[config.mk]
export PLATFORM = sky130hd
export DESIGN_NAME = edge_capture_unit
export DESIGN_NICKNAME = d
export VERILOG_FILES = /design/src/rtl/capt_pkg.sv /design/src/rtl/capt_sync.sv /design/src/rtl/capt_channel.sv /design/src/rtl/capt_cnt_src.sv /design/src/rtl/edge_capture_unit.sv
export SDC_FILE = /design/constraint.sdc
export NUM_CORES = 1
export LEC_CHECK = 0
export ABC_CLOCK_PERIOD_IN_PS = 2050
export BUFFER_PORTS_ARGS = -buffer_cell sky130_fd_sc_hd__buf_2
export CAP_MARGIN = 10
export CORE_MARGIN = 2
export CORE_UTILIZATION = 45
export DETAILED_ROUTE_END_ITERATION = 12
export HOLD_SLACK_MARGIN = 0.1
export PLACE_DENSITY = 0.82
export SYNTH_ARGS = -nofsm -noshare
export SYNTH_HDL_FRONTEND = slang
export SYNTH_HIERARCHICAL = 1
export SYNTH_SLANG_ARGS = --single-unit
[constraint.sdc]
create_clock -name clk -period 2.05 [get_ports clk]
set_input_delay 0.615 -clock clk [delete_from_list [all_inputs] [get_ports clk]]
set_output_delay 0.615 -clock clk [all_outputs]
set_load 0.1 [all_outputs]
[src/rtl/capt_pkg.sv]
// Shared types for the edge capture unit.
// Assumes: nothing beyond a standard SystemVerilog compile order.
package capt_pkg;

    // Per-channel transition select. Bit 0 enables rising, bit 1 enables falling.
    typedef struct packed {
        logic fall;
        logic rise;
    } edge_cfg_t;

    localparam int unsigned CFG_W = $bits(edge_cfg_t);

endpackage

[src/rtl/capt_sync.sv]
// Multi-stage synchronizer for a bus of independent asynchronous bits.
// Assumes: each bit is independent; no bus coherency is implied.
module capt_sync #(
    parameter int unsigned WIDTH  = 4,
    parameter int unsigned STAGES = 2
) (
    input  logic             clk,
    input  logic             rst_n,
    input  logic [WIDTH-1:0] d_async,
    output logic [WIDTH-1:0] q_sync
);

    logic [WIDTH-1:0] stage_q [STAGES];

    generate
        for (genvar s = 0; s < STAGES; s++) begin : g_stage
            if (s == 0) begin : g_first
                // First stage samples the raw pins.
                always_ff @(posedge clk) begin
                    if (!rst_n) stage_q[0] <= '0;
                    else        stage_q[0] <= d_async;
                end
            end else begin : g_next
                // Later stages resolve metastability.
                always_ff @(posedge clk) begin
                    if (!rst_n) stage_q[s] <= '0;
                    else        stage_q[s] <= stage_q[s-1];
                end
            end
        end
    endgenerate

    assign q_sync = stage_q[STAGES-1];

endmodule

[src/rtl/capt_channel.sv]
// One capture channel: detects the transitions it is set for, snapshots the
// timer value and keeps a sticky interrupt flag.
// Assumes: pin_s is already synchronized and is low when reset is released.
module capt_channel
    import capt_pkg::*;
#(
    parameter int unsigned TW = 32
) (
    input  logic          clk,
    input  logic          rst_n,
    input  logic          pin_s,
    input  edge_cfg_t     cfg,
    input  logic          irq_en,
    input  logic          irq_clr,
    input  logic [TW-1:0] timer_val,
    output logic [TW-1:0] cap_q,
    output logic          flag_q,
    output logic          event_o
);

    logic pin_prev;
    logic rise_seen;
    logic fall_seen;

    // Hold the previous synchronized level for edge detection.
    always_ff @(posedge clk) begin
        if (!rst_n) pin_prev <= 1'b0;
        else        pin_prev <= pin_s;
    end

    // Qualify the detected transition with the channel's select.
    always_comb begin
        rise_seen = pin_s & ~pin_prev;
        fall_seen = ~pin_s & pin_prev;
        event_o   = (rise_seen & cfg.rise) | (fall_seen & cfg.fall);
    end

    // Snapshot the timer value on a qualified transition.
    always_ff @(posedge clk) begin
        if (!rst_n)       cap_q <= '0;
        else if (event_o) cap_q <= timer_val;
    end

    // Sticky flag: a capture sets it (and wins), a clear request drops it.
    always_ff @(posedge clk) begin
        if (!rst_n)                flag_q <= 1'b0;
        else if (event_o & irq_en) flag_q <= 1'b1;
        else if (irq_clr)          flag_q <= 1'b0;
    end

endmodule

[src/rtl/capt_cnt_src.sv]
// Count-enable source: either the prescaled tick or the qualified events of
// the lowest-numbered channel in the source mask.
// Assumes: event inputs are single-cycle pulses from the channels.
module capt_cnt_src #(
    parameter int unsigned NUM_CH = 4
) (
    input  logic [NUM_CH-1:0] ch_event,
    input  logic [NUM_CH-1:0] src_sel,
    input  logic              cnt_mode,
    input  logic              presc_tick,
    output logic              count_pulse
);

    logic src_hit;
    logic src_evt;

    // Priority pick: the first set mask bit from index 0 upward.
    always_comb begin
        src_hit = 1'b0;
        src_evt = 1'b0;
        for (int i = 0; i < int'(NUM_CH); i++) begin
            if (!src_hit && src_sel[i]) begin
                src_hit = 1'b1;
                src_evt = ch_event[i];
            end
        end
    end

    // Choose between counter-mode events and the prescaled tick.
    always_comb begin
        count_pulse = cnt_mode ? src_evt : presc_tick;
    end

endmodule

[src/rtl/edge_capture_unit.sv]
// Top level of the four-channel edge capture unit: synchronizes the pins,
// runs one capture channel per pin and produces the count enable.
// Assumes: timer_val is generated elsewhere in the same clock domain.
module edge_capture_unit
    import capt_pkg::*;
#(
    parameter int unsigned NUM_CH      = 4,
    parameter int unsigned TW          = 32,
    parameter int unsigned SYNC_STAGES = 2
) (
    input  logic                 clk,
    input  logic                 rst_n,
    input  logic [NUM_CH-1:0]    cap_pins,
    input  logic [TW-1:0]        timer_val,
    input  logic [NUM_CH*2-1:0]  ch_edge_cfg,
    input  logic [NUM_CH-1:0]    ch_irq_en,
    input  logic [NUM_CH-1:0]    irq_clr,
    input  logic                 cnt_mode,
    input  logic [NUM_CH-1:0]    cnt_src_sel,
    input  logic                 presc_tick,
    output logic [NUM_CH*TW-1:0] cap_val,
    output logic [NUM_CH-1:0]    irq_flag,
    output logic                 irq,
    output logic                 count_pulse
);

    localparam int unsigned CW = CFG_W;

    logic [NUM_CH-1:0] pins_s;
    logic [NUM_CH-1:0] ch_event;

    capt_sync #(
        .WIDTH  (NUM_CH),
        .STAGES (SYNC_STAGES)
    ) sync_i (
        .clk     (clk),
        .rst_n   (rst_n),
        .d_async (cap_pins),
        .q_sync  (pins_s)
    );

    generate
        for (genvar c = 0; c < NUM_CH; c++) begin : g_ch
            capt_channel #(
                .TW (TW)
            ) chan_i (
                .clk       (clk),
                .rst_n     (rst_n),
                .pin_s     (pins_s[c]),
                .cfg       (edge_cfg_t'(ch_edge_cfg[c*CW +: CW])),
                .irq_en    (ch_irq_en[c]),
                .irq_clr   (irq_clr[c]),
                .timer_val (timer_val),
                .cap_q     (cap_val[c*TW +: TW]),
                .flag_q    (irq_flag[c]),
                .event_o   (ch_event[c])
            );
        end
    endgenerate

    capt_cnt_src #(
        .NUM_CH (NUM_CH)
    ) src_i (
        .ch_event    (ch_event),
        .src_sel     (cnt_src_sel),
        .cnt_mode    (cnt_mode),
        .presc_tick  (presc_tick),
        .count_pulse (count_pulse)
    );

    // Combined interrupt request.
    always_comb begin
        irq = |irq_flag;
    end

endmodule

# Word-level counts from Yosys, hierarchy flattened
# Memory sizes are Yosys's and may differ from the RTL's.
# Index checks and enable logic that the tools add are counted.
# op_classes
n_reduce_logical,11
muxes,20
bitwise,34
# op_table
cell,n
$and 1x1->1,20
$mux 1,18
$mux 4,2
$not 1->1,8
$reduce_bool 2->1,4
$or 1x1->1,6
$reduce_or 4->1,1
$logic_and 1x1->1,3
$logic_not 1->1,3
# totals
reg_bits,136
inputBits,60
ramBits,8
mem_count,1
output_inout_bits,134
elab_cells,78
# mem_list
name,words,width,rd,rd_ports_with_merged_regs,wr,line,rtl
sync_i.stage_q,2,4,2,0,2,capt_sync.sv:13,logic [WIDTH-1:0] stage_q [STAGES];

# Longest topological paths before layout
# Gate-level depths: netlist (run 1).
# depth
depth_word,11
mapped_depth,8
ltp_nobuf,6

# By module
# The synthesis (run 1) kept the hierarchy.
# modules_own_cells
mod,n_inst,seq_area_each_um2,cells_per_inst,area_per_inst_um2
capt_channel,4,680.7,149,1375.1
capt_sync,1,160.2,16,210.2
capt_cnt_src,1,0.0,8,46.3
edge_capture_unit,1,0.0,1,7.5

# Least setup slack after synthesis (run 1)
# No wires, ideal clock.
# synth_path
path_type,in2out
startpoint,input ch_edge_cfg[2]
endpoint,output count_pulse
slack_ns,-1.410
required_ns,1.435
arrival_ns,2.845
path_buffers,2
path_stages,7
path_cell_list,nand2_1 -> o21a_1 -> buf_6 -> buf_8 -> inv_1 -> nand2_1 -> a31oi_1
# synth_via
elab_chain_len,6
# synth_lines
element,line,rtl
start: declaration,edge_capture_unit.sv:15,"input logic [NUM_CH*2-1:0] ch_edge_cfg,"
$and 1x1->1,capt_channel.sv:35,event_o = (rise_seen & cfg.rise) | (fall_seen & cfg.fall);
$or 1x1->1,capt_channel.sv:35,
via ch_event[1],edge_capture_unit.sv:30,logic [NUM_CH-1:0] ch_event;
$mux 1 (3 in series),capt_cnt_src.sv:22,if (!src_hit && src_sel[i]) begin
$mux 1,capt_cnt_src.sv:31,count_pulse = cnt_mode ? src_evt : presc_tick;
end: declaration,edge_capture_unit.sv:24,output logic count_pulse
# The timed path passes the listed nets, and every way through them passes these cells.

==> impl_results.md, run 1 <==
* Run status: complete, but fails checks
* Violations in the final reports: negative setup slack
* Mean Syn Cell Area at 9.282 sq um
* Worst Setup SP: sync_i/stage_q[1][3]$_SDFF_PN0_
* RR Endpoint: g_ch[0].chan_i/cap_q[14]$_SDFFE_PN0P_
* Syn Std Cell Area at 0.005764 sq mm
* Worst rel slew slack at 57.06%
* GR met3 Demand/Resource at 5.561%
* Library cells used by synthesis at 18
* Seq/Total Area, Yosys at 50.01%
* Clock tree buffer depth at 2
* # port buffers at 193
* Top Ports at 194
* Area of the core at 0.01257 sq mm
* Synth area leader: dfxtp_1
* Post-Syn Nets at 681
* Antenna violations before repair at 0
* TritonCTS buffer count at 17
* Final Wtd Congestion at 0.7897
* Share of layout cells above drive strength 1 at 30.75%
* Peak VDD IR at 0.5224 mV
* Clock Skews at 0.004117 ns
* Clk_lat worst skew at 0.41 ns
* FMAX at 439.7 MHz
* Crit Path Max Fanout at 3
* Final wirelength at 13610 microns
* Reg2reg setup slack at 0.47 ns
* MaxCap Viol Count at 0
* Synth top area share at 50.01%
* Die Area at 0.01373 sq mm
* Worst hold path type: in -> reg
* Top cells by count, synth: nand2_1, dfxtp_1, mux2i_1
* Pwr Total at 7.469 mW
* Vias in the first global route at 4266
* Dominant register cell in the synthesized netlist: dfxtp_1
* CTS tree: done
* Drt wl/cell at 13.82 microns
* DPL Wire Length at 9102 microns
* Top-count cell post-synth: nand2_1
* WP data arrival at 1.66 ns
* Std-Cell Rows at 41
* Drt initial violations at 229
* Final setup fails at 2
* XOR/XNOR share of the synthesized area at 0%
* Unrepaired setup endpoints after global routing: yes
* Logic gate share of total power at 15.2%
* Initial cell density of the core at 45.86%
* Met1 usage at 23.09%
* Post-place setup slack at -0.2721 ns
* Vias per Instance at 4.765
* Post-synthesis mux area share at 22.23%
* Largest family of logic cells by synthesized area: multiplexers
* All-Layer GR Usage at 19.68%
* Post-route DRC at 0
* Worst-margin pin slew at 0.6441 ns
* Synth Warn # at 6
* Nets at 860
* Clk pwr share at 45.5%
* Adder-Cell Fraction of Synth Area at 0%
* Hold Violations, Final at 0
* Fin. max-slew vios at 0
* Top Usage Layer GRT: met2
* Power density normalized to cell area at 1005 mW/mm^2
* Core Util, Final at 59.15%
* Switching fraction of total power at 27.83%
* Hold Startpoint: cap_pins[3]
* Pre-antenna DRT Iters at 4
* CP Data Required Time at 1.43 ns
* Clk pin slew, worst setup/hold paths at 0.06 ns
* Die Ht at 117.2 microns
* Period utilization at 110.9%
* Via count at 4694
* Largest net degree at the start of global routing at 81
* Met2 Track Usage GR at 32.80%
* Synthesized instance count at 621
* Leak Pwr at 4.207 nW
* Post-synthesis async set-or-reset flop share at 0%
* Switching power at 2.079 mW
* Hold path cells at 2
* Final WS setup at -0.2244 ns
* Compound-gate portion of the synthesized area at 1.216%
* CTS H-tree depth at 4
* Critical path capture point type: output pin
* Internal Power at 5.390 mW
* Post-synth EDFFs at 0
* Post-synthesis register bit count at 144
* Grt ovf at 0
* Worst hold endpoint: sync_i/stage_q[0][3]$_SDFF_PN0_
* Worst R2R Path Depth at 4
* Antenna viol nets, final at 0
* Simple-Gate Fraction of Synth Area at 20.14%
* FF-to-FF Start: sync_i/stage_q[1][0]$_SDFF_PN0_
* Root buffer cell: clkbuf_16
* Top post-synthesis cells by area: dfxtp_1, mux2i_1, nand2_1, buf_8, clkbuf_1
* Global-route wire length before repair at 20580 microns
* Crit Path Class: reg -> out
* Min Tclk post-route at 2.274 ns
* Clock Sinks at 144
* Die W at 117.2 microns
* Critical path startpoint category: register
* Diode count at 0
* Area delta synth->final at 28.98%
* Sequential Power Share at 39.3%
-- critical path, cell delays in order (launching register included) --
cell and delay, ns:
dfxtp_2 0.33, nand3b_1 0.10, o21a_2 0.19, inv_2 0.05, a311oi_2 0.26, a31oi_4 0.14, buf_12 0.18
-- sequential cells by signal (all words and copies together) (netlist names) --
signal and flops:
g_ch.chan_i/pin_prev 4, g_ch.chan_i/flag_q 4, sync_i/stage_q 8, g_ch.chan_i/cap_q 128
-- timing repair --
| item | CTS | global route |
|---|---|---|
| pin swaps | 3 | 0 |
| hold buffers | 0 | 0 |
| setup buffers | 1 | 0 |
| resized for setup | 7 | 0 |
| setup endpoints to repair | 2 | 2 |
-- cell usage in the layout (no fill, tap or decap), types with 5 or more instances in the layout --
| cell type | instances |
|---|---|
| nand3b_1 | 10 |
| clkbuf_16 | 17 |
| bufinv_16 | 5 |
| and2_1 | 8 |
| nand2_1 | 265 |
| mux2i_1 | 128 |
| buf_2 | 190 |
| dfxtp_1 | 140 |
| buf_4 | 9 |
-- routing by layer --
metal,vias to the layer above,wire [microns]
li1,2357,-
met1,2165,5979
met2,147,6533
met3,25,784
met4,0,317
met5,-,0
-- through the flow --
| stage | cells | setup TNS (ns) | cell area [sq um] | hold slack (ns) |
|---|---|---|---|---|
| final | 985 | -0.2512 | 7435 | 0.4071 |
| after global routing | 985 | -0.3791 | 7435 | 0.4062 |
| after CTS | 985 | -0.2896 | 7435 | 0.3893 |
| after detailed placement | 953 | -0.2721 | 6755 | 0.4236 |
| after global placement | 953 | -0.2127 | 6755 | 0.4089 |
| after floorplan | 621 | -0.4630 | 5791 | 0.4057 |
-- worst max-delay path by stage --
stage	end	cells after the start
after detailed placement	count_pulse	8
after floorplan	count_pulse	8
final	count_pulse	6
after global routing	count_pulse	6
after global placement	count_pulse	8
after CTS	count_pulse	6
-- area by class of cell --
| class | count | area, sq um |
|---|---|---|
| Multi-Input combinational cell | 428 | 2546 |
| Tap cell | 172 | 215.2 |
| Timing Repair Buffer | 204 | 1110 |
| Clock inverter | 9 | 178.9 |
| Fill cell | 1072 | 5134 |
| Inverter | 5 | 18.77 |
| Sequential cell | 144 | 2888 |
| Clock buffer | 23 | 478.0 |
-- power groups by stage --
stage	sequential, mW	clock [mW]	combinational [mW]
after global placement	2.99	0	1.12
after floorplan	3.57	0	0.338
after CTS	2.93	3.45	1.14
final	2.93	3.40	1.14
after detailed placement	2.99	0	1.13
after global routing	2.94	3.58	1.19
-- logic make-up (layout without fill, tap and decap cells) --
logic type,count (synthesis),count (layout)
AO/OA/AOI/OAI,11,11
buffers and inverters,49,241
flip-flops,144,144
multiplexers,128,128
AND/OR/NAND/NOR,289,289
No activity file was read; power rests on OpenSTA's default activity.
==> run 2: changes to the inputs <==
- ABC_AREA: unset -> 1
- CORE_MARGIN: 2 -> unset
- CORE_UTILIZATION: 45 -> 46
- PLACE_DENSITY: 0.82 -> 0.83
==> impl_results.md, run 2 <==
* Global-route wire length before repair at 22610 microns (was 20580 microns)
* All-Layer GR Usage at 21.86% (was 19.68%)
* Max reg flops at 128 (unchanged)
* Switching fraction of total power at 31.52% (was 27.83%)
* Top routing layer in use: met4 (unchanged)
* Post-route DRC at 0 (unchanged)
* Share of layout cells above drive strength 1 at 23.50% (was 30.75%)
* Routed length on met3 at 835 microns (was 784 microns)
* FMAX at 457.7 MHz (was 439.7 MHz)
* Dominant register cell in the synthesized netlist: dfxtp_1 (unchanged)
* Post-place setup slack at -0.05220 ns (was -0.2721 ns)
* Met1 Wirelength at 6589 microns (was 5979 microns)
* Worst-margin pin slew at 0.6652 ns (was 0.6441 ns)
* MaxCap Viol Count at 0 (unchanged)
* Reg2reg setup slack at 0.51 ns (was 0.47 ns)
* Slowest cell delay on critical path at 0.34 ns (was 0.33 ns)
* # port buffers at 193 (unchanged)
* CTS H-tree depth at 4 (unchanged)
* Setup TNS at -0.1348 ns (was -0.2512 ns)
* Top Ports at 194 (unchanged)
* Critical path startpoint category: register (unchanged)
* Vias per Instance at 4.359 (was 4.765)
* Most common cell after layout, fill and taps aside: nand2_1 (unchanged)
* Switching power at 2.538 mW (was 2.079 mW)
* Via count at 5614 (was 4694)
* Worst R2R Path Depth at 7 (was 4)
* Clk pin slew, worst setup/hold paths at 0.06 ns (about the same)
* DPL Wire Length at 9628 microns (was 9102 microns)
* Leak Pwr at 4.415 nW (was 4.207 nW)
* Largest Register: g_ch.chan_i/cap_q (unchanged)
* Period utilization at 106.6% (was 110.9%)
* TritonCTS buffer count at 17 (unchanged)
* Drt wl/cell at 11.23 microns (was 13.82 microns)
* Post-synthesis mux area share at 0% (was 22.23%)
* CTS tree: done (unchanged)
* FF-to-FF Start: sync_i/stage_q[1][2]$_SDFF_PN0_ (was sync_i/stage_q[1][0]$_SDFF_PN0_)
* Core Util, Final at 60.68% (was 59.15%)
* Die Ht at 116.0 microns (was 117.2 microns)
* Hold Startpoint: cap_pins[1] (was cap_pins[3])
* Adder-Cell Fraction of Synth Area at 0% (unchanged)
* Final wirelength at 14470 microns (was 13610 microns)
* Top-count cell post-synth: nand2_1 (unchanged)
* Final Wtd Congestion at 0.7798 (was 0.7897)
* Worst-path cell chain: inv_2 > nand3_1 > nand2_2 > nand2_1 > nand2_1 > nand3_2 > nand2_1 > nand2_2 > nand2_2 > buf_12 (was nand3b_1 > o21a_2 > inv_2 > a311oi_2 > a31oi_4 > buf_12)
* Antenna viol nets, final at 0 (unchanged)
* Hold Violations, Final at 0 (unchanged)
* Violations in the final reports: negative setup slack (unchanged)
* Post-synthesis register bit count at 144 (unchanged)
* RR Endpoint: g_ch[2].chan_i/cap_q[5]$_SDFFE_PN0P_ (was g_ch[0].chan_i/cap_q[14]$_SDFFE_PN0P_)
* Clock tree buffer depth at 2 (unchanged)
* Nets at 1163 (was 860)
* Commonest cells after routing, fill and taps aside: nand2_1, nor2_1, buf_2, inv_1, dfxtp_1 (was nand2_1, buf_2, dfxtp_1, mux2i_1, clkbuf_16)
* Grt ovf at 0 (unchanged)
* Vias in the first global route at 4724 (was 4266)
* Seq/Total Area, Yosys at 48.19% (was 50.01%)
* Cts hold-fix bufs at 0 (unchanged)
* Largest regs: g_ch.chan_i/cap_q x128, sync_i/stage_q x8 (unchanged)
* Pwr Total at 8.052 mW (was 7.469 mW)
* Library cells used by synthesis at 11 (was 18)
* WP data arrival at 1.57 ns (was 1.66 ns)
* Crit Path Max Fanout at 3 (unchanged)
* Final setup fails at 1 (was 2)
* Post-synth EDFFs at 0 (unchanged)
* Logic gate share of total power at 20.1% (was 15.2%)
* Worst hold path type: in -> reg (unchanged)
* Power density normalized to cell area at 1047 mW/mm^2 (was 1005 mW/mm^2)
* Top cells by count, synth: nand2_1, nor2_1, inv_1 (was nand2_1, dfxtp_1, mux2i_1)
* Clock Skews at 0.008279 ns (was 0.004117 ns)
* Critical path capture point type: output pin (unchanged)
* Pre-antenna DRT Iters at 4 (unchanged)
* Worst hold endpoint: sync_i/stage_q[0][1]$_SDFF_PN0_ (was sync_i/stage_q[0][3]$_SDFF_PN0_)
* Final WS setup at -0.1348 ns (was -0.2244 ns)
* Internal Power at 5.513 mW (was 5.390 mW)
* Peak VDD IR at 0.5567 mV (was 0.5224 mV)
* Worst Hold Margin at 0.3817 ns (was 0.4071 ns)
* Sequential Power Share at 37.3% (was 39.3%)
* XOR/XNOR share of the synthesized area at 0% (unchanged)
* Inst Count DP at 1254 (was 953)
* Fin. max-slew vios at 0 (unchanged)
* Synthesized instance count at 927 (was 621)
* Crit Path Class: reg -> out (unchanged)
* Die W at 116.0 microns (was 117.2 microns)
* Simple-Gate Fraction of Synth Area at 36.10% (was 20.14%)
* Run status: complete, but fails checks (unchanged)
* Fin cells at 1288 (was 985)
* Clock Sinks at 144 (unchanged)
* Synth area leader: dfxtp_1 (unchanged)
* Die Area at 0.01346 sq mm (was 0.01373 sq mm)
* Root buffer cell: clkbuf_16 (unchanged)
* Post-synthesis async set-or-reset flop share at 0% (unchanged)
* Antenna violations before repair at 0 (unchanged)
* Top post-synthesis cells by area: dfxtp_1, nand2_1, nor2_1, inv_1, buf_6 (was dfxtp_1, mux2i_1, nand2_1, buf_8, clkbuf_1)
* Met2 Routed Length at 6810 microns (was 6533 microns)
* Initial cell density of the core at 47.21% (was 45.86%)
* Largest family of logic cells by synthesized area: simple AND/OR/NAND/NOR gates (was multiplexers)
* Drt initial violations at 351 (was 229)
* Syn Std Cell Area at 0.005982 sq mm (was 0.005764 sq mm)
* Synth top area share at 48.19% (was 50.01%)
* Clk pwr share at 42.6% (was 45.5%)
* Largest net degree at the start of global routing at 65 (was 81)
* Unrepaired setup endpoints after global routing: yes (unchanged)
* CP max stage cell: dfxtp_2 (unchanged)
* Worst rel slew slack at 55.65% (was 57.06%)
* DP Area at 0.006970 sq mm (was 0.006755 sq mm)
* Hold path cells at 3 (was 2)
* Area delta synth->final at 28.53% (was 28.98%)
* Clk_lat worst skew at 0.41 ns (about the same)
* Synth Warn # at 6 (unchanged)
* Area of the core at 0.01267 sq mm (was 0.01257 sq mm)
* Post-Syn Nets at 987 (was 681)
* Std-Cell Rows at 41 (unchanged)
* Compound-gate portion of the synthesized area at 0.5020% (was 1.216%)
* Mean Syn Cell Area at 6.453 sq um (was 9.282 sq um)
* CP Data Required Time at 1.43 ns (about the same)
* Min Tclk post-route at 2.185 ns (was 2.274 ns)
* Design Area, Final at 0.007689 sq mm (was 0.007435 sq mm)
run 2: cells by family after synthesis:
| logic type | after synthesis |
|---|---|
| flops | 144 |
| buf+inv | 206 |
| compound gates | 6 |
| simple gates | 571 |
run 2: layout make-up:
class / instances / area [sq um]
fillers: 1191 / 4982
repair buffers: 202 / 1076
clock buffers: 22 / 484.2
diodes: 1 / 2.502
well taps: 172 / 215.2
multi-input cells: 577 / 2231
clock inverters: 9 / 177.7
inverters: 161 / 604.3
flip-flops and latches: 144 / 2898
run 2: worst max-delay path by stage:
stage	slack, ns	depth (start not counted)	endpoint	startpoint
2_1_floorplan	-0.24	10	count_pulse	ch_edge_cfg[7]
3_3_place_gp	-0.03	10	count_pulse	ch_edge_cfg[5]
3_5_place_dp	-0.05	10	count_pulse	ch_edge_cfg[5]
4_1_cts	-0.13	10	count_pulse	sync_i/stage_q[1][2]$_SDFF_PN0_
5_1_grt	-0.22	10	count_pulse	sync_i/stage_q[1][3]$_SDFF_PN0_
6_report	-0.13	10	count_pulse	g_ch[3].chan_i/pin_prev$_SDFF_PN0_
run 2: layer usage:
| layer | GRT usage (%) | up-vias |
|---|---|---|
| li1 | - | 2975 |
| met1 | 26.92 | 2470 |
| met2 | 35.91 | 147 |
| met3 | 6.590 | 22 |
| met4 | 8.291 | 0 |
| met5 | 0 | - |
run 2: power by group through the flow:
stage               clock network [mW]  registers, mW  logic [mW]
finish                            3.43           3.01        1.62
global route                      3.61           3.02        1.72
CTS                               3.49           3.01        1.62
detailed placement                   0           3.06        1.61
global placement                     0           3.06        1.59
floorplan                            0           3.96       0.423
run 2: repair_timing:
action                     CTS  global route
buffers inserted             1             1
resized for setup           11             7
setup endpoints to repair    1             1
hold endpoints to repair     0             0
pin swaps                    3            10
run 2: worst max-delay path, delay by kind of cell, from the launching register on:
kind,cells,cell delay [ns]
buffers and inverters,2,0.23
flip-flops,1,0.34
AND/OR/NAND/NOR,8,0.59
==> run 3: changes to the inputs <==
- PLACE_DENSITY: 0.83 -> 0.76
==> impl_results.md, run 3 (synthesis results as in run 2) <==
* Via count at 5523 (was 5614)
* Initial cell density of the core at 47.21% (unchanged)
* Std-Cell Rows at 41 (unchanged)
* Final setup fails at 1 (unchanged)
* Clock Sinks at 144 (unchanged)
* Drt initial violations at 313 (was 351)
* Area of the core at 0.01267 sq mm (unchanged)
* Global-route wire length before repair at 22370 microns (was 22610 microns)
* Vias in the first global route at 4746 (was 4724)
* Die W at 116.0 microns (unchanged)
* Leak Pwr at 4.398 nW (was 4.415 nW)
* Vias per Instance at 4.281 (was 4.359)
* Run status: complete, but fails checks (unchanged)
* Worst rel slew slack at 55.07% (was 55.65%)
* Worst-margin pin slew at 0.6739 ns (was 0.6652 ns)
* Grt ovf at 0 (unchanged)
* Critical path capture point type: output pin (unchanged)
* Share of layout cells above drive strength 1 at 22.92% (was 23.50%)
* FMAX at 466.5 MHz (was 457.7 MHz)
* DPL Wire Length at 9796 microns (was 9628 microns)
* Min Tclk post-route at 2.144 ns (was 2.185 ns)
* Die Area at 0.01346 sq mm (unchanged)
* Largest Register: g_ch.chan_i/cap_q (unchanged)
* All-Layer GR Usage at 21.44% (was 21.86%)
* Root buffer cell: clkbuf_16 (unchanged)
* WP data arrival at 1.53 ns (was 1.57 ns)
* CTS tree: done (unchanged)
* CTS H-tree depth at 4 (unchanged)
* Max reg flops at 128 (unchanged)
* Final Wtd Congestion at 0.8415 (was 0.7798)
* Pre-antenna DRT Iters at 4 (unchanged)
* Reg2reg setup slack at 0.54 ns (was 0.51 ns)
* Nets at 1164 (was 1163)
* Commonest cells after routing, fill and taps aside: nand2_1, nor2_1, buf_2, inv_1, dfxtp_1 (unchanged)
* Final wirelength at 14110 microns (was 14470 microns)
* Largest net degree at the start of global routing at 65 (unchanged)
* Final WS setup at -0.09380 ns (was -0.1348 ns)
* Clock tree buffer depth at 2 (unchanged)
* Peak VDD IR at 0.5842 mV (was 0.5567 mV)
* Largest regs: g_ch.chan_i/cap_q x128, sync_i/stage_q x8 (unchanged)
* Unrepaired setup endpoints after global routing: yes (unchanged)
* Hold Violations, Final at 0 (unchanged)
* Fin. max-slew vios at 0 (unchanged)
* Worst-path cell chain: inv_2 > nand3_2 > nand2_2 > inv_1 > nand2_1 > nand3_1 > nand2_1 > nand2_1 > nand2_2 > buf_12 (was inv_2 > nand3_1 > nand2_2 > nand2_1 > nand2_1 > nand3_2 > nand2_1 > nand2_2 > nand2_2 > buf_12)
* Area delta synth->final at 28.03% (was 28.53%)
* TritonCTS buffer count at 17 (unchanged)
* Top Ports at 194 (unchanged)
* Crit Path Max Fanout at 3 (unchanged)
* Cts hold-fix bufs at 0 (unchanged)
* Critical path startpoint category: register (unchanged)
* Power density normalized to cell area at 1012 mW/mm^2 (was 1047 mW/mm^2)
* Kind of cell adding the most delay to the critical path: simple AND/OR/NAND/NOR gates (unchanged)
* Post-place setup slack at -0.01278 ns (was -0.05220 ns)
* Slowest cell delay on critical path at 0.33 ns (was 0.34 ns)
* Clk_lat worst skew at 0.41 ns (about the same)
* Pwr Total at 7.751 mW (was 8.052 mW)
* Clk pin slew, worst setup/hold paths at 0.06 ns (about the same)
* Post-route DRC at 0 (unchanged)
* Violations in the final reports: negative setup slack (unchanged)
* Clock Skews at 0.006422 ns (was 0.008279 ns)
* CP max stage cell: dfxtp_2 (unchanged)
* Drt wl/cell at 10.94 microns (was 11.23 microns)
* Antenna violations before repair at 0 (unchanged)
* CP dominant cell by count: nand2_1
* Crit Path Class: reg -> out (unchanged)
* Die Ht at 116.0 microns (unchanged)
* # port buffers at 193 (unchanged)
* Antenna viol nets, final at 0 (unchanged)
* Period utilization at 104.6% (was 106.6%)
* CP Data Required Time at 1.43 ns (about the same)
* WP buf/inv at 3 (was 2)
* Most common cell after layout, fill and taps aside: nand2_1 (unchanged)
* MaxCap Viol Count at 0 (unchanged)
* Worst hold path type: in -> reg (unchanged)
[run 3: changes by cell type in the layout (fill, tap and decap cells not counted), moves of 2 or more]
| cell | previous run | this run |
|---|---|---|
| clkinvlp_4 | 0 | 2 |
| dfxtp_2 | 9 | 7 |
| clkinv_2 | 2 | 4 |
| inv_2 | 8 | 5 |
| buf_12 | 3 | 5 |
| nand2_2 | 7 | 5 |
| dfxtp_1 | 134 | 136 |
| bufinv_16 | 5 | 3 |
| nand2_1 | 293 | 295 |
| inv_1 | 153 | 155 |
[run 3: per-layer routing]
metal | global-route usage [%] | vias up | routed length [microns] | share of wire (%)
li1 | - | 2974 | - | -
met5 | 0 | - | 0 | 0
met2 | 35.99 | 129 | 6676 | 47
met3 | 6.433 | 16 | 899 | 6.4
met4 | 8.205 | 0 | 227 | 1.6
met1 | 25.78 | 2404 | 6306 | 45
[run 3: final cells by class]
class / instances / area, sq um
fill: 1239 / 5012
timing repair buffer: 203 / 1109
clock inverter: 10 / 133.9
sequential: 144 / 2895
antenna: 1 / 2.502
multi-input combinational: 577 / 2222
clock buffer: 22 / 474.2
tap: 172 / 215.2
inverter: 161 / 606.8
[run 3: what timing repair did]
item | 4_1_cts | 5_1_grt
pin swaps | 3 | 2
gates resized for setup | 7 | 5
buffers inserted | 1 | 0
setup endpoints to repair | 1 | 1
hold endpoints to repair | 0 | 0
[run 3: power breakdown]
group,internal [mW],switching (mW),total [mW]
Sequential,2.94,0.0674,3.00
Combinational,0.299,1.32,1.62
Clock,2.00,1.13,3.13
[run 3: per-stage QoR]
| stage | utilization, % | std cells | area, sq um | setup TNS, ns | hold slack (ns) |
|---|---|---|---|---|---|
| 2_1_floorplan | - | 927 | 5989 | -0.2388 | 0.3864 |
| 3_3_place_gp | 55.33 | 1256 | 7010 | -0.01063 | 0.3923 |
| 3_5_place_dp | 55.33 | 1256 | 7010 | -0.01278 | 0.4090 |
| 4_1_cts | 60.29 | 1289 | 7640 | -0.09632 | 0.3708 |
| 5_1_grt | 60.42 | 1289 | 7656 | -0.1945 | 0.3730 |
| 6_report | 60.44 | 1290 | 7659 | -0.09380 | 0.3835 |
[run 3: worst register-to-register path, cell delays in order, from the launching register on]
cell and delay (ns):
dfxtp_1 0.38, nand3_1 0.11, nand2_2 0.09, buf_4 0.53, nand2_1 0.16, nand2_1 0.09, nor2_1 0.04
[run 3: worst paths after layout]
kind / start / end / cells past startpoint
max: g_ch[2].chan_i/pin_prev$_SDFF_PN0_ / count_pulse / 10
min reg2reg: sync_i/stage_q[0][2]$_SDFF_PN0_ / sync_i/stage_q[1][2]$_SDFF_PN0_ / 2
min: cap_pins[0] / sync_i/stage_q[0][0]$_SDFF_PN0_ / 3
max reg2reg: sync_i/stage_q[1][0]$_SDFF_PN0_ / g_ch[0].chan_i/cap_q[6]$_SDFFE_PN0P_ / 6
